## src/rtl/fuse_pkg.sv

```systemverilog
package fuse_pkg;
    localparam int ILEN  = 32;
    localparam int REGW  = 5;
    localparam logic [6:0] OPC_REG  = 7'b0110011;
    localparam logic [6:0] F7_BASE  = 7'b0000000;
    localparam logic [6:0] F7_MEXT  = 7'b0000001;

    typedef enum logic [1:0] {
        KIND_NONE = 2'b00,
        KIND_CADD = 2'b01,
        KIND_MULP = 2'b10,
        KIND_DIVP = 2'b11
    } fuse_kind_e;

    typedef struct packed {
        logic [REGW-1:0] rd;
        logic [REGW-1:0] rs1;
        logic [REGW-1:0] rs2;
        logic            is_add;
        logic            is_sltu;
        logic            is_mulh;
        logic            is_mul;
        logic            is_div;
        logic            is_rem;
        logic            uns;
    } slot_t;

    typedef struct packed {
        logic            fuse;
        fuse_kind_e      kind;
        logic [REGW-1:0] rd_a;
        logic [REGW-1:0] rd_b;
        logic [REGW-1:0] rs_a;
        logic [REGW-1:0] rs_b;
    } verdict_t;
endpackage

```

## src/rtl/fuse_slot_decode.sv

```systemverilog
module fuse_slot_decode
    import fuse_pkg::*;
(
    input  logic [ILEN-1:0] insn_i,
    input  logic            valid_i,
    output slot_t           slot_o
);
    logic [6:0] opc;
    logic [2:0] f3;
    logic [6:0] f7;
    logic       reg_op;
    logic       base_op;
    logic       mext_op;

    always_comb begin
        opc     = insn_i[6:0];
        f3      = insn_i[14:12];
        f7      = insn_i[31:25];
        // a compressed word has low bits other than 11 and is rejected here
        reg_op  = valid_i && (insn_i[1:0] == 2'b11) && (opc == OPC_REG);
        base_op = reg_op && (f7 == F7_BASE);
        mext_op = reg_op && (f7 == F7_MEXT);

        slot_o.rd      = insn_i[11:7];
        slot_o.rs1     = insn_i[19:15];
        slot_o.rs2     = insn_i[24:20];
        slot_o.is_add  = base_op && (f3 == 3'b000);
        slot_o.is_sltu = base_op && (f3 == 3'b011);
        slot_o.is_mul  = mext_op && (f3 == 3'b000);
        slot_o.is_mulh = mext_op && (f3[2] == 1'b0) && (f3[1:0] != 2'b00);
        slot_o.is_div  = mext_op && (f3[2:1] == 2'b10);
        slot_o.is_rem  = mext_op && (f3[2:1] == 2'b11);
        slot_o.uns     = f3[0];
    end
endmodule

```

## src/rtl/fuse_pair_match.sv

```systemverilog
module fuse_pair_match
    import fuse_pkg::*;
(
    input  slot_t    older_i,
    input  slot_t    younger_i,
    output verdict_t verdict_o
);
    logic cmp_ok;
    logic cadd_hit;
    logic same_src;
    logic dest_clear;
    logic mul_hit;
    logic div_hit;

    always_comb begin
        // compared operand must be an add source that survived the add
        cmp_ok   = ((younger_i.rs2 == older_i.rs1) || (younger_i.rs2 == older_i.rs2))
                   && (younger_i.rs2 != older_i.rd);
        cadd_hit = older_i.is_add && younger_i.is_sltu && (older_i.rd != '0)
                   && (younger_i.rs1 == older_i.rd) && cmp_ok;

        same_src   = (younger_i.rs1 == older_i.rs1) && (younger_i.rs2 == older_i.rs2);
        dest_clear = (older_i.rd != older_i.rs1) && (older_i.rd != older_i.rs2);
        mul_hit    = older_i.is_mulh && younger_i.is_mul && same_src && dest_clear;
        div_hit    = older_i.is_div && younger_i.is_rem && (older_i.uns == younger_i.uns)
                     && same_src && dest_clear;

        verdict_o = '0;
        if (cadd_hit || mul_hit || div_hit) begin
            verdict_o.fuse = 1'b1;
            verdict_o.rd_a = older_i.rd;
            verdict_o.rd_b = younger_i.rd;
            verdict_o.rs_a = older_i.rs1;
            verdict_o.rs_b = older_i.rs2;
            if (cadd_hit)     verdict_o.kind = KIND_CADD;
            else if (mul_hit) verdict_o.kind = KIND_MULP;
            else              verdict_o.kind = KIND_DIVP;
        end
    end
endmodule

```

## src/rtl/fuse_pair_detect.sv

```systemverilog
module fuse_pair_detect
    import fuse_pkg::*;
(
    input  logic             clk_i,
    input  logic             rst_ni,
    input  logic             pair_valid_i,
    output logic             pair_ready_o,
    input  logic             slot0_vld_i,
    input  logic             slot1_vld_i,
    input  logic [ILEN-1:0]  slot0_insn_i,
    input  logic [ILEN-1:0]  slot1_insn_i,
    output logic             out_valid_o,
    input  logic             out_ready_i,
    output logic             fuse_o,
    output logic [1:0]       kind_o,
    output logic [REGW-1:0]  rd_a_o,
    output logic [REGW-1:0]  rd_b_o,
    output logic [REGW-1:0]  rs_a_o,
    output logic [REGW-1:0]  rs_b_o
);
    localparam int NSLOT = 2;

    typedef enum logic {ST_EMPTY, ST_FULL} ost_e;

    ost_e            state_q, state_d;
    verdict_t        held_q, comb_v;
    slot_t           slots   [NSLOT];
    logic [ILEN-1:0] insns   [NSLOT];
    logic            slot_ok;
    logic            accept;

    always_comb begin
        insns[0] = slot0_insn_i;
        insns[1] = slot1_insn_i;
        slot_ok  = slot0_vld_i && slot1_vld_i;
    end

    for (genvar g = 0; g < NSLOT; g++) begin : g_dec
        fuse_slot_decode u_dec (
            .insn_i  (insns[g]),
            .valid_i (slot_ok),
            .slot_o  (slots[g])
        );
    end

    fuse_pair_match u_match (
        .older_i   (slots[0]),
        .younger_i (slots[1]),
        .verdict_o (comb_v)
    );

    assign pair_ready_o = (state_q == ST_EMPTY) || out_ready_i;
    assign accept       = pair_valid_i && pair_ready_o;

    always_comb begin
        state_d = state_q;
        unique case (state_q)
            ST_EMPTY: if (accept) state_d = ST_FULL;
            ST_FULL:  if (out_ready_i && !accept) state_d = ST_EMPTY;
            default:  state_d = ST_EMPTY;
        endcase
    end

    always_ff @(posedge clk_i) begin
        if (!rst_ni) state_q <= ST_EMPTY;
        else         state_q <= state_d;
    end

    always_ff @(posedge clk_i) begin
        if (!rst_ni)     held_q <= '0;
        else if (accept) held_q <= comb_v;
    end

    always_comb begin
        out_valid_o = (state_q == ST_FULL);
        fuse_o      = held_q.fuse;
        kind_o      = held_q.kind;
        rd_a_o      = held_q.rd_a;
        rd_b_o      = held_q.rd_b;
        rs_a_o      = held_q.rs_a;
        rs_b_o      = held_q.rs_b;
    end

    AST_ACCEPT_SHOWS: assert property (@(posedge clk_i) disable iff (!rst_ni)
        (pair_valid_i && pair_ready_o) |=> out_valid_o);
    AST_STALL_BLOCKS: assert property (@(posedge clk_i) disable iff (!rst_ni)
        (out_valid_o && !out_ready_i) |-> !pair_ready_o);
    AST_STALL_HOLDS: assert property (@(posedge clk_i) disable iff (!rst_ni)
        (out_valid_o && !out_ready_i) |=> (out_valid_o && $stable(fuse_o) && $stable(kind_o)
        && $stable(rd_a_o) && $stable(rd_b_o) && $stable(rs_a_o) && $stable(rs_b_o)));
    AST_CADD_DEST_LIVE: assert property (@(posedge clk_i) disable iff (!rst_ni)
        (out_valid_o && fuse_o && kind_o == 2'b01) |-> (rd_a_o != '0));
    AST_MULDIV_SRC_SAFE: assert property (@(posedge clk_i) disable iff (!rst_ni)
        (out_valid_o && fuse_o && kind_o[1]) |-> (rd_a_o != rs_a_o && rd_a_o != rs_b_o));
    AST_UNFUSED_CLEAR: assert property (@(posedge clk_i) disable iff (!rst_ni)
        (out_valid_o && !fuse_o) |-> (kind_o == 2'b00 && rd_a_o == '0 && rd_b_o == '0
        && rs_a_o == '0 && rs_b_o == '0));
endmodule

```

## config.mk

```make
export PLATFORM = sky130hd
export DESIGN_NAME = fuse_pair_detect
export DESIGN_NICKNAME = d
export VERILOG_FILES = /design/src/rtl/fuse_pkg.sv /design/src/rtl/fuse_slot_decode.sv /design/src/rtl/fuse_pair_match.sv /design/src/rtl/fuse_pair_detect.sv
export SDC_FILE = /design/constraint.sdc
export NUM_CORES = 1
export LEC_CHECK = 0
export BUFFER_PORTS_ARGS = -buffer_cell sky130_fd_sc_hd__buf_4
export CORE_MARGIN = 10
export CORE_UTILIZATION = 41
export CTS_CLUSTER_DIAMETER = 100
export DETAILED_ROUTE_END_ITERATION = 8
export PLACE_DENSITY = 0.83
export REMOVE_ABC_BUFFERS = 1
export SYNTH_ARGS = -nofsm -noshare
export SYNTH_HDL_FRONTEND = slang
export SYNTH_SLANG_ARGS = --single-unit
```

## constraint.sdc

```tcl
create_clock -name clk_i -period 2.7 [get_ports clk_i]
set_clock_uncertainty 0.15 [all_clocks]
set_input_delay 0.54 -clock clk_i [delete_from_list [all_inputs] [get_ports clk_i]]
set_output_delay 0.54 -clock clk_i [all_outputs]
set_load 0.05 [all_outputs]
```

==> flow_summary.json, run 1 <==
{
  "worstHoldEndpoint": "kind_o[1]",
  "netlist_instances": 143,
  "grt_max_degree": 24,
  "worstHoldStart": "kind_o[1]",
  "hp-class": "reg2reg",
  "slowest_delay_ns": 0.55,
  "grt_usage_pct": 15.3,
  "placed_area_mm2": 0.00212,
  "cts_root_buf": "clkbuf_4",
  "path_class": "in2reg",
  "cp_slowest_cell": "or4_4",
  "antenna_found_initial": 0,
  "final_common_cell": "buf_4",
  "yosysSeqAreaShare_pct": 34.9,
  "core_area_mm2": 0.00313,
  "routedWlPerCell_um": 17.5,
  "setup_ws_ns": 0.510,
  "critPathBufInv": 2,
  "drc": 0,
  "drt_iter0_drc": 97,
  "powerDensity_mw_per_mm2": 337,
  "fin_crit_sh_pct": 81.1,
  "final_antenna_net_count": 0,
  "cts_resized": 0,
  "stdcell_area_mm2": 0.00215,
  "fp.dieH_um": 77.9,
  "min_delay_path_depth": 2,
  "dpl.hpwl_mm": 4.04,
  "r2r_start": "out_valid_o",
  "first_pass_iters": 4,
  "final_cell_mix": "96 x buf_4, 24 x dfxtp_1, 20 x a32o_1",
  "cts.clk_slew.worst_paths_ns": 0.13,
  "areaGrowthSynthToFinish_pct": 56.5,
  "grt_first_pass_wirelength_mm": 7.78,
  "r2r_setup_slack_ns": 1.18,
  "seq_power_share_pct": 49.0,
  "fp-row-count": 20,
  "nets": 304,
  "cts_setup_buffers": 0,
  "arrival_ns": 2.30,
  "vias": 1459,
  "drv_cap": 0,
  "netlist-cell-type-count": 30,
  "numCtsBuffers": 3,
  "cts_max_level": 1,
  "fmax_mhz": 457,
  "crit_chain": "buf_4 > xor2_1 > nor4_2 > nand4_1 > or4_4 > o21ai_2 > buf_12 > a32o_1",
  "p_total_uw": 725,
  "switching_share_pct": 25.4,
  "gp_congestion": 0.871,
  "yosysTopAreaCell": "dfxtp_1",
  "critPathCaptureType": "flip-flop",
  "worst_setup_path_start_kind": "input port",
  "cts_tree": "done",
  "dp_slack_ns": 0.171,
  "cts_sinks": 24,
  "fin_setup_tns_ns": 0,
  "power.share.clock_pct": 25.7,
  "antennaDiodeCount": 0,
  "critPathTopFamily": "simple AND/OR/NAND/NOR gates",
  "rsz0062_at_grt": "no",
  "syn_area_mm2": 0.00138,
  "r2r-end": "fuse_o",
  "viasPerCell": 5.27,
  "ys_top_cells_by_area": "dfxtp_1 35%, a32o_1 15%, xor2_1 12%, xnor2_1 10%, nor3_1 2.5%",
  "clockBufferDepth": 2,
  "cp_max_fo": 20,
  "max_slew.worst_pin.slew_ns": 0.309,
  "io_pins": 95,
  "die-area_mm2": 0.00607,
  "ys_ff_latch": 24,
  "drv_slew": 0,
  "ys_warn_count": 0,
  "layout-drive-gt1-share_pct": 45.5,
  "routed_wl_mm": 4.85,
  "setup_viol": 0,
  "avgSynthCellArea_um2": 9.62,
  "postCtsHoldBufs": 0,
  "hold_viol_final": 0,
  "fin_crit_ns": 2.19,
  "synth_top_area_share_pct": 34.9,
  "slew_headroom_pct": 79.1,
  "status": "complete, no violations",
  "die_x_um": 77.9,
  "irDropWorstVdd_uv": 171,
  "portBuffers": 94,
  "grt_pass1_vias": 1540,
  "overflow": 0,
  "p_leak_uw": 0.000924,
  "fillers": 287,
  "clock_latency_ns": 0.30,
  "intPower_uw": 541,
  "start_util_pct": 44.0,
  "critPathRequiredTime_ns": 2.81,
  "power.switching_uw": 184,
  "reg2reg_depth": 6,
  "combPwrFrac_pct": 25.3
}
[metrics by stage]
| stage | instances | hold slack, ns | util [%] |
|---|---|---|---|
| after floorplan | 132 | 0.517 | - |
| after global placement | 273 | 0.283 | 67.7 |
| after detailed placement | 273 | 0.289 | 67.7 |
| after CTS | 277 | 0.307 | 68.9 |
| after global routing | 277 | 0.297 | 68.9 |
| final | 277 | 0.306 | 68.9 |
[flip-flops by register name, summed over array words and instances (netlist names)]
signal,flops
rd_a_o,5
out_valid_o,1
fuse_o,1
rs_a_o,5
kind_o,2
rs_b_o,5
rd_b_o,5
[how the worst max path moves through the flow]
stage	start	to	slack [ns]	cells past startpoint
after global placement	slot0_insn_i[18]	rs_b_o[1]	0.21	8
after CTS	slot1_insn_i[18]	rd_b_o[0]	0.50	8
final	slot1_insn_i[18]	rd_b_o[1]	0.51	8
after detailed placement	slot1_insn_i[18]	rd_b_o[1]	0.17	8
after floorplan	out_ready_i	fuse_o	-0.27	5
after global routing	slot0_insn_i[18]	rs_a_o[4]	0.47	8
[kinds of logic after synthesis]
group,share of synthesized area (%)
buffers and inverters,5.64
AND/OR/NAND/NOR,16.8
XOR/XNOR,22.3
AO/OA/AOI/OAI,20.4
flip-flops,34.9
[worst min-delay path: cells and delay by family, from the launching register on]
kind | cells | cell delay (ns)
flops | 1 | 0.34
simple gates | 2 | 0.09
[cells in the mapped netlist (all sizes together)]
cell type / count
o2111ai: 1
a32o: 20
dfxtp: 24
o21ai: 4
a211o: 1
buf: 7
nor4b: 4
xor2: 19
nor2b: 1
nand4: 4
o31ai: 1
a21boi: 2
nand3b: 2
xnor2: 16
or4: 2
nand2: 6
clkbuf: 4
nand3: 6
nand2b: 1
o211ai: 1
nor4: 5
inv: 4
a22o: 1
nor3: 7
[routing by layer]
| layer | vias to the layer above | GRT usage, % | share of wire (%) |
|---|---|---|---|
| met5 | - | 0 | 0 |
| met4 | 0 | 3.05 | 1.3 |
| met3 | 6 | 4.84 | 6.9 |
| met2 | 51 | 26.5 | 49 |
| met1 | 681 | 18.1 | 43 |
| li1 | 721 | - | - |
[power by group through the flow]
stage | Sequential, uW | Clock (uW) | Combinational [uW]
CTS | 356 | 188 | 183
finish | 356 | 186 | 183
global route | 356 | 202 | 199
global placement | 363 | 0 | 180
floorplan | 367 | 0 | 61.7
detailed placement | 363 | 0 | 183
[area by class of cell]
cell class                      count  area, um^2  area share, %
Inverter                            4        15.0          0.697
Tap cell                           44        55.1           2.56
Timing Repair Buffer               97         741           34.4
Sequential cell                    24         480           22.3
Clock buffer                        4        36.3           1.68
Multi-Input combinational cell    104         827           38.4
Power figures use the tool's default switching activity.
==> run 2, diff against run 1 <==
--- a/config.mk
+++ b/config.mk
@@ -7,10 +7,10 @@
 export LEC_CHECK = 0
 export BUFFER_PORTS_ARGS = -buffer_cell sky130_fd_sc_hd__buf_4
 export CORE_MARGIN = 10
-export CORE_UTILIZATION = 41
+export CORE_UTILIZATION = 37
 export CTS_CLUSTER_DIAMETER = 100
 export DETAILED_ROUTE_END_ITERATION = 8
-export PLACE_DENSITY = 0.83
+export PLACE_DENSITY = 0.79
 export REMOVE_ABC_BUFFERS = 1
 export SYNTH_ARGS = -nofsm -noshare
 export SYNTH_HDL_FRONTEND = slang
==> constraint.sdc (replaced) <==
create_clock -name clk_i -period 1.95 [get_ports clk_i]
set_clock_uncertainty 0.15 [all_clocks]
set_input_delay 0.39 -clock clk_i [delete_from_list [all_inputs] [get_ports clk_i]]
set_output_delay 0.39 -clock clk_i [all_outputs]
set_load 0.05 [all_outputs]
==> flow_summary.json, run 2 (synthesized netlist as in run 1, its figures left out) <==
{
  "status": "finished, violations left",
  "violations": "setup timing",
  "clock_latency_ns": 0.27,
  "nets": 338,
  "cts_root_buf": "clkbuf_8",
  "critPathCaptureType": "flip-flop",
  "fp.dieH_um": 81.0,
  "drv_cap": 0,
  "fillers": 301,
  "cts_max_level": 1,
  "final_common_cell": "buf_4",
  "cp_max_fo": 12,
  "first_pass_iters": 4,
  "drv_slew": 0,
  "final_cell_mix": "124 x buf_4, 24 x dfxtp_1, 20 x a32o_1",
  "die_x_um": 81.0,
  "critPathRequiredTime_ns": 2.01,
  "setup_viol": 21,
  "final_antenna_net_count": 0,
  "path_class": "in2reg",
  "powerDensity_mw_per_mm2": 458,
  "drt_iter0_drc": 95,
  "p_leak_uw": 0.00111,
  "grt_usage_pct": 15.4,
  "overflow": 0,
  "hp-class": "in2reg",
  "areaGrowthSynthToFinish_pct": 81.5,
  "fin_crit_sh_pct": 106,
  "max_slew.worst_pin.slew_ns": 0.345,
  "reg2reg_depth": 5,
  "vias": 1642,
  "fin_cells": 315,
  "io_pins": 95,
  "place_inst": 310,
  "routed_wl_mm": 5.15,
  "die-area_mm2": 0.00656,
  "antenna_found_initial": 0,
  "worst_setup_path_start_kind": "input port",
  "cts_sinks": 24,
  "grt_first_pass_wirelength_mm": 8.13,
  "cts.clk_slew.worst_paths_ns": 0.09,
  "grt_max_degree": 24,
  "gp_congestion": 0.832,
  "fin_crit_ns": 2.06,
  "irDropWorstVdd_uv": 441,
  "portBuffers": 94,
  "routedWlPerCell_um": 16.4,
  "drc": 0,
  "postCtsHoldBufs": 0,
  "min_delay_path_depth": 2,
  "layout-drive-gt1-share_pct": 53.9,
  "setup_ws_ns": -0.114,
  "rsz0062_at_grt": "yes",
  "fin_setup_tns_ns": -2.05,
  "fp-row-count": 22,
  "dpl.hpwl_mm": 4.46,
  "grt_pass1_vias": 1772,
  "numCtsBuffers": 3,
  "viasPerCell": 5.21,
  "hold_viol_final": 0,
  "p_total_uw": 1140,
  "arrival_ns": 2.13,
  "antennaDiodeCount": 0,
  "whs_ns": 0.201,
  "slew_headroom_pct": 76.7,
  "start_util_pct": 37.9,
  "cts_tree": "done",
  "fmax_mhz": 484,
  "core_area_mm2": 0.00363,
  "clockBufferDepth": 2
}
[run 2: final timing paths]
check / end / slack [ns] / startpoint
worst max-delay path: rs_a_o[1] / -0.11 / slot0_insn_i[18]
worst max register to register: rs_a_o[1] / 0.50 / out_valid_o
worst min register to register: kind_o[1] / 0.30 / kind_o[1]
worst min-delay path: rd_b_o[1] / 0.20 / slot1_insn_i[8]
[run 2: worst max-delay path, cell delays in order]
cell and delay (ns):
buf_6 0.10, xor2_1 0.15, nor4_2 0.27, nand4_1 0.14
or4_4 0.56, o21ai_4 0.21, buf_12 0.16, a32o_1 0.15
[run 2: area by class of cell]
| cell class | count | area, um^2 | area share (%) |
|---|---|---|---|
| Multi-Input combinational cell | 104 | 860 | 34.4 |
| Inverter | 4 | 15.0 | 0.601 |
| Clock buffer | 4 | 55.1 | 2.20 |
| Tap cell | 48 | 60.1 | 2.40 |
| Timing Repair Buffer | 131 | 1030 | 41.1 |
| Sequential cell | 24 | 480 | 19.2 |
[run 2: repair_timing]
action,4_1_cts,5_1_grt
setup endpoints to repair,22,23
buffers inserted,1,0
gates cloned,0,0
pin swaps,9,2
resized for setup,9,1
[run 2: metal layers]
| metal | GRT usage [%] | up-vias | share of wire, % |
|---|---|---|---|
| met4 | 2.08 | 0 | 0.45 |
| met1 | 16.0 | 779 | 37 |
| li1 | - | 783 | - |
| met5 | 0 | - | 0 |
| met2 | 26.9 | 76 | 50 |
| met3 | 9.05 | 4 | 13 |
[run 2: per-stage QoR]
stage	util (%)	cell area [um^2]	setup slack [ns]
3_5_place_dp	65.6	2380	-0.438
3_3_place_gp	65.6	2380	-0.408
2_1_floorplan	-	1310	-0.987
5_1_grt	68.7	2500	-0.255
4_1_cts	68.6	2490	-0.118
6_report	68.7	2500	-0.114
[run 2: where the power goes]
group / switching [uW] / internal [uW]
clock: 162 / 180
combinational: 123 / 186
sequential: 0.692 / 491
total: 286 / 858
==> run 3, diff against run 2 <==
--- a/config.mk
+++ b/config.mk
@@ -5,13 +5,16 @@
 export SDC_FILE = /design/constraint.sdc
 export NUM_CORES = 1
 export LEC_CHECK = 0
+export ABC_CLOCK_PERIOD_IN_PS = 1950
 export BUFFER_PORTS_ARGS = -buffer_cell sky130_fd_sc_hd__buf_4
 export CORE_MARGIN = 10
-export CORE_UTILIZATION = 37
+export CORE_UTILIZATION = 45
+export CTS_BUF_LIST = sky130_fd_sc_hd__clkbuf_4
 export CTS_CLUSTER_DIAMETER = 100
 export DETAILED_ROUTE_END_ITERATION = 8
-export PLACE_DENSITY = 0.79
+export PLACE_DENSITY = 0.82
 export REMOVE_ABC_BUFFERS = 1
 export SYNTH_ARGS = -nofsm -noshare
 export SYNTH_HDL_FRONTEND = slang
+export SYNTH_HIERARCHICAL = 1
 export SYNTH_SLANG_ARGS = --single-unit
==> flow_summary.json, run 3 <==
{
  "r2r_setup_slack_ns": 0.65,
  "layout-drive-gt1-share_pct": 49.5,
  "whs_ns": 0.181,
  "fp.dieH_um": 90.0,
  "overflow": 0,
  "netlist_instances": 252,
  "rsz0062_at_grt": "yes",
  "die_x_um": 90.0,
  "die-area_mm2": 0.00811,
  "drv_slew": 0,
  "worst_setup_path_start_kind": "input port",
  "routed_wl_mm": 5.82,
  "fin_setup_tns_ns": -3.03,
  "setup_ws_ns": -0.180,
  "slew_headroom_pct": 71.0,
  "final_cell_mix": "108 x buf_4, 51 x nand2_1, 24 x dfxtp_1",
  "r2r-end": "rd_a_o[1]",
  "cts_sinks": 24,
  "viasPerCell": 4.87,
  "fmax_mhz": 469,
  "r2r_start": "out_valid_o",
  "cts_setup_buffers": 0,
  "slowest_delay_ns": 0.31,
  "cts.clk_slew.worst_paths_ns": 0.13,
  "status": "finished, violations left",
  "cts_max_level": 1,
  "drv_cap": 0,
  "dp_slack_ns": -0.788,
  "irDropWorstVdd_uv": 174,
  "final_common_cell": "buf_4",
  "avgSynthCellArea_um2": 8.76,
  "reg2reg_depth": 3,
  "grt_first_pass_wirelength_mm": 9.76,
  "crit_chain": "buf_6 > nor4_4 > nand4_2 > nor4_2 > o2111ai_1 > nor4_2 > o2111ai_2 > buf_4 > a21boi_2 > nand2_1 > mux2i_1",
  "fin_cells": 390,
  "powerDensity_mw_per_mm2": 364,
  "crit_start": "slot0_insn_i[26]",
  "crit_path_frequent_cell": "nor4_2",
  "place_inst": 386,
  "clockBufferDepth": 2,
  "violations": "setup timing",
  "numCtsBuffers": 3,
  "hold_viol_final": 0,
  "hp-class": "in2reg",
  "fp-row-count": 25,
  "drc": 0,
  "clock_latency_ns": 0.30,
  "endpoint": "rd_a_o[2]",
  "syn_area_mm2": 0.00221,
  "antenna_found_initial": 0,
  "ys_warn_count": 6,
  "cp_slowest_cell": "nor4_4",
  "p_leak_uw": 0.00126,
  "max_slew.worst_pin.slew_ns": 0.435,
  "multi_input_area_mm2": 0.00138,
  "grt_pass1_vias": 2090,
  "areaGrowthSynthToFinish_pct": 30.2,
  "fin_util_pct": 60.8,
  "core_area_mm2": 0.00472,
  "fin_crit_sh_pct": 109,
  "portBuffers": 94,
  "seqCellArea_um2": 480,
  "setup_viol": 23,
  "vias": 1898,
  "grt_usage_pct": 14.2,
  "antennaDiodeCount": 0,
  "dpl.hpwl_mm": 4.91,
  "critPathCaptureType": "flip-flop",
  "cts_root_buf": "clkbuf_4",
  "start_util_pct": 46.7,
  "nets": 394,
  "path_class": "in2reg",
  "fillers": 425,
  "critPathRequiredTime_ns": 2.05,
  "cp_max_fo": 6,
  "grt_max_degree": 48,
  "routedWlPerCell_um": 14.9,
  "drt_iter0_drc": 66,
  "first_pass_iters": 4,
  "fin_crit_ns": 2.13,
  "final_antenna_net_count": 0,
  "gp_congestion": 0.902,
  "io_pins": 95,
  "arrival_ns": 2.23,
  "cts_tree": "done"
}
run 3: worst max-delay path: cells and delay by family:
kind / cells / cell delay (ns)
and+or+nand+nor: 5 / 0.87
AOI/OAI and AO/OA: 3 / 0.51
buffers and inverters: 2 / 0.32
muxes: 1 / 0.13
run 3: cell type report:
cell class	instances	share of cell area (%)
clock buffer	3	0.784
clock inverter	1	0.131
tap	67	2.92
multi-input combinational	176	48.0
inverter	4	0.523
timing repair buffer	115	31.0
sequential	24	16.7
run 3: routing by layer:
metal  part of all wire (%)  up-vias  global-route usage (%)
li1                       -      955                       -
met2                     46       79                    24.3
met4                   0.50        0                    3.45
met3                     12        2                    7.32
met1                     41      862                    15.2
met5                      0        -                       0
run 3: how the worst min path moves through the flow:
stage | startpoint | to | slack, ns | cells after the start
3_3_place_gp | kind_o[1] | kind_o[1] | 0.29 | 2
3_5_place_dp | rs_a_o[0] | rs_a_o[0] | 0.30 | 2
5_1_grt | pair_valid_i | out_valid_o | 0.19 | 3
2_1_floorplan | pair_valid_i | out_valid_o | 0.38 | 2
4_1_cts | pair_valid_i | out_valid_o | 0.17 | 3
6_report | pair_valid_i | out_valid_o | 0.18 | 3
run 3: timing repair:
action	CTS	global route
hold buffers	0	0
resized for setup	19	0
setup endpoints to repair	23	23
pin swaps	8	0
run 3: metrics by stage:
stage | cell area [um^2] | total power, uW
floorplan | 1830 | 630
global placement | 2780 | 826
detailed placement | 2780 | 829
CTS | 2870 | 1060
global route | 2870 | 1110
finish | 2870 | 1050
run 3: where the power goes:
group | switching [uW] | internal [uW] | leakage, uW
Clock | 147 | 74.7 | 0.0000154
Sequential | 1.34 | 492 | 0.000193
Combinational | 142 | 189 | 0.00105
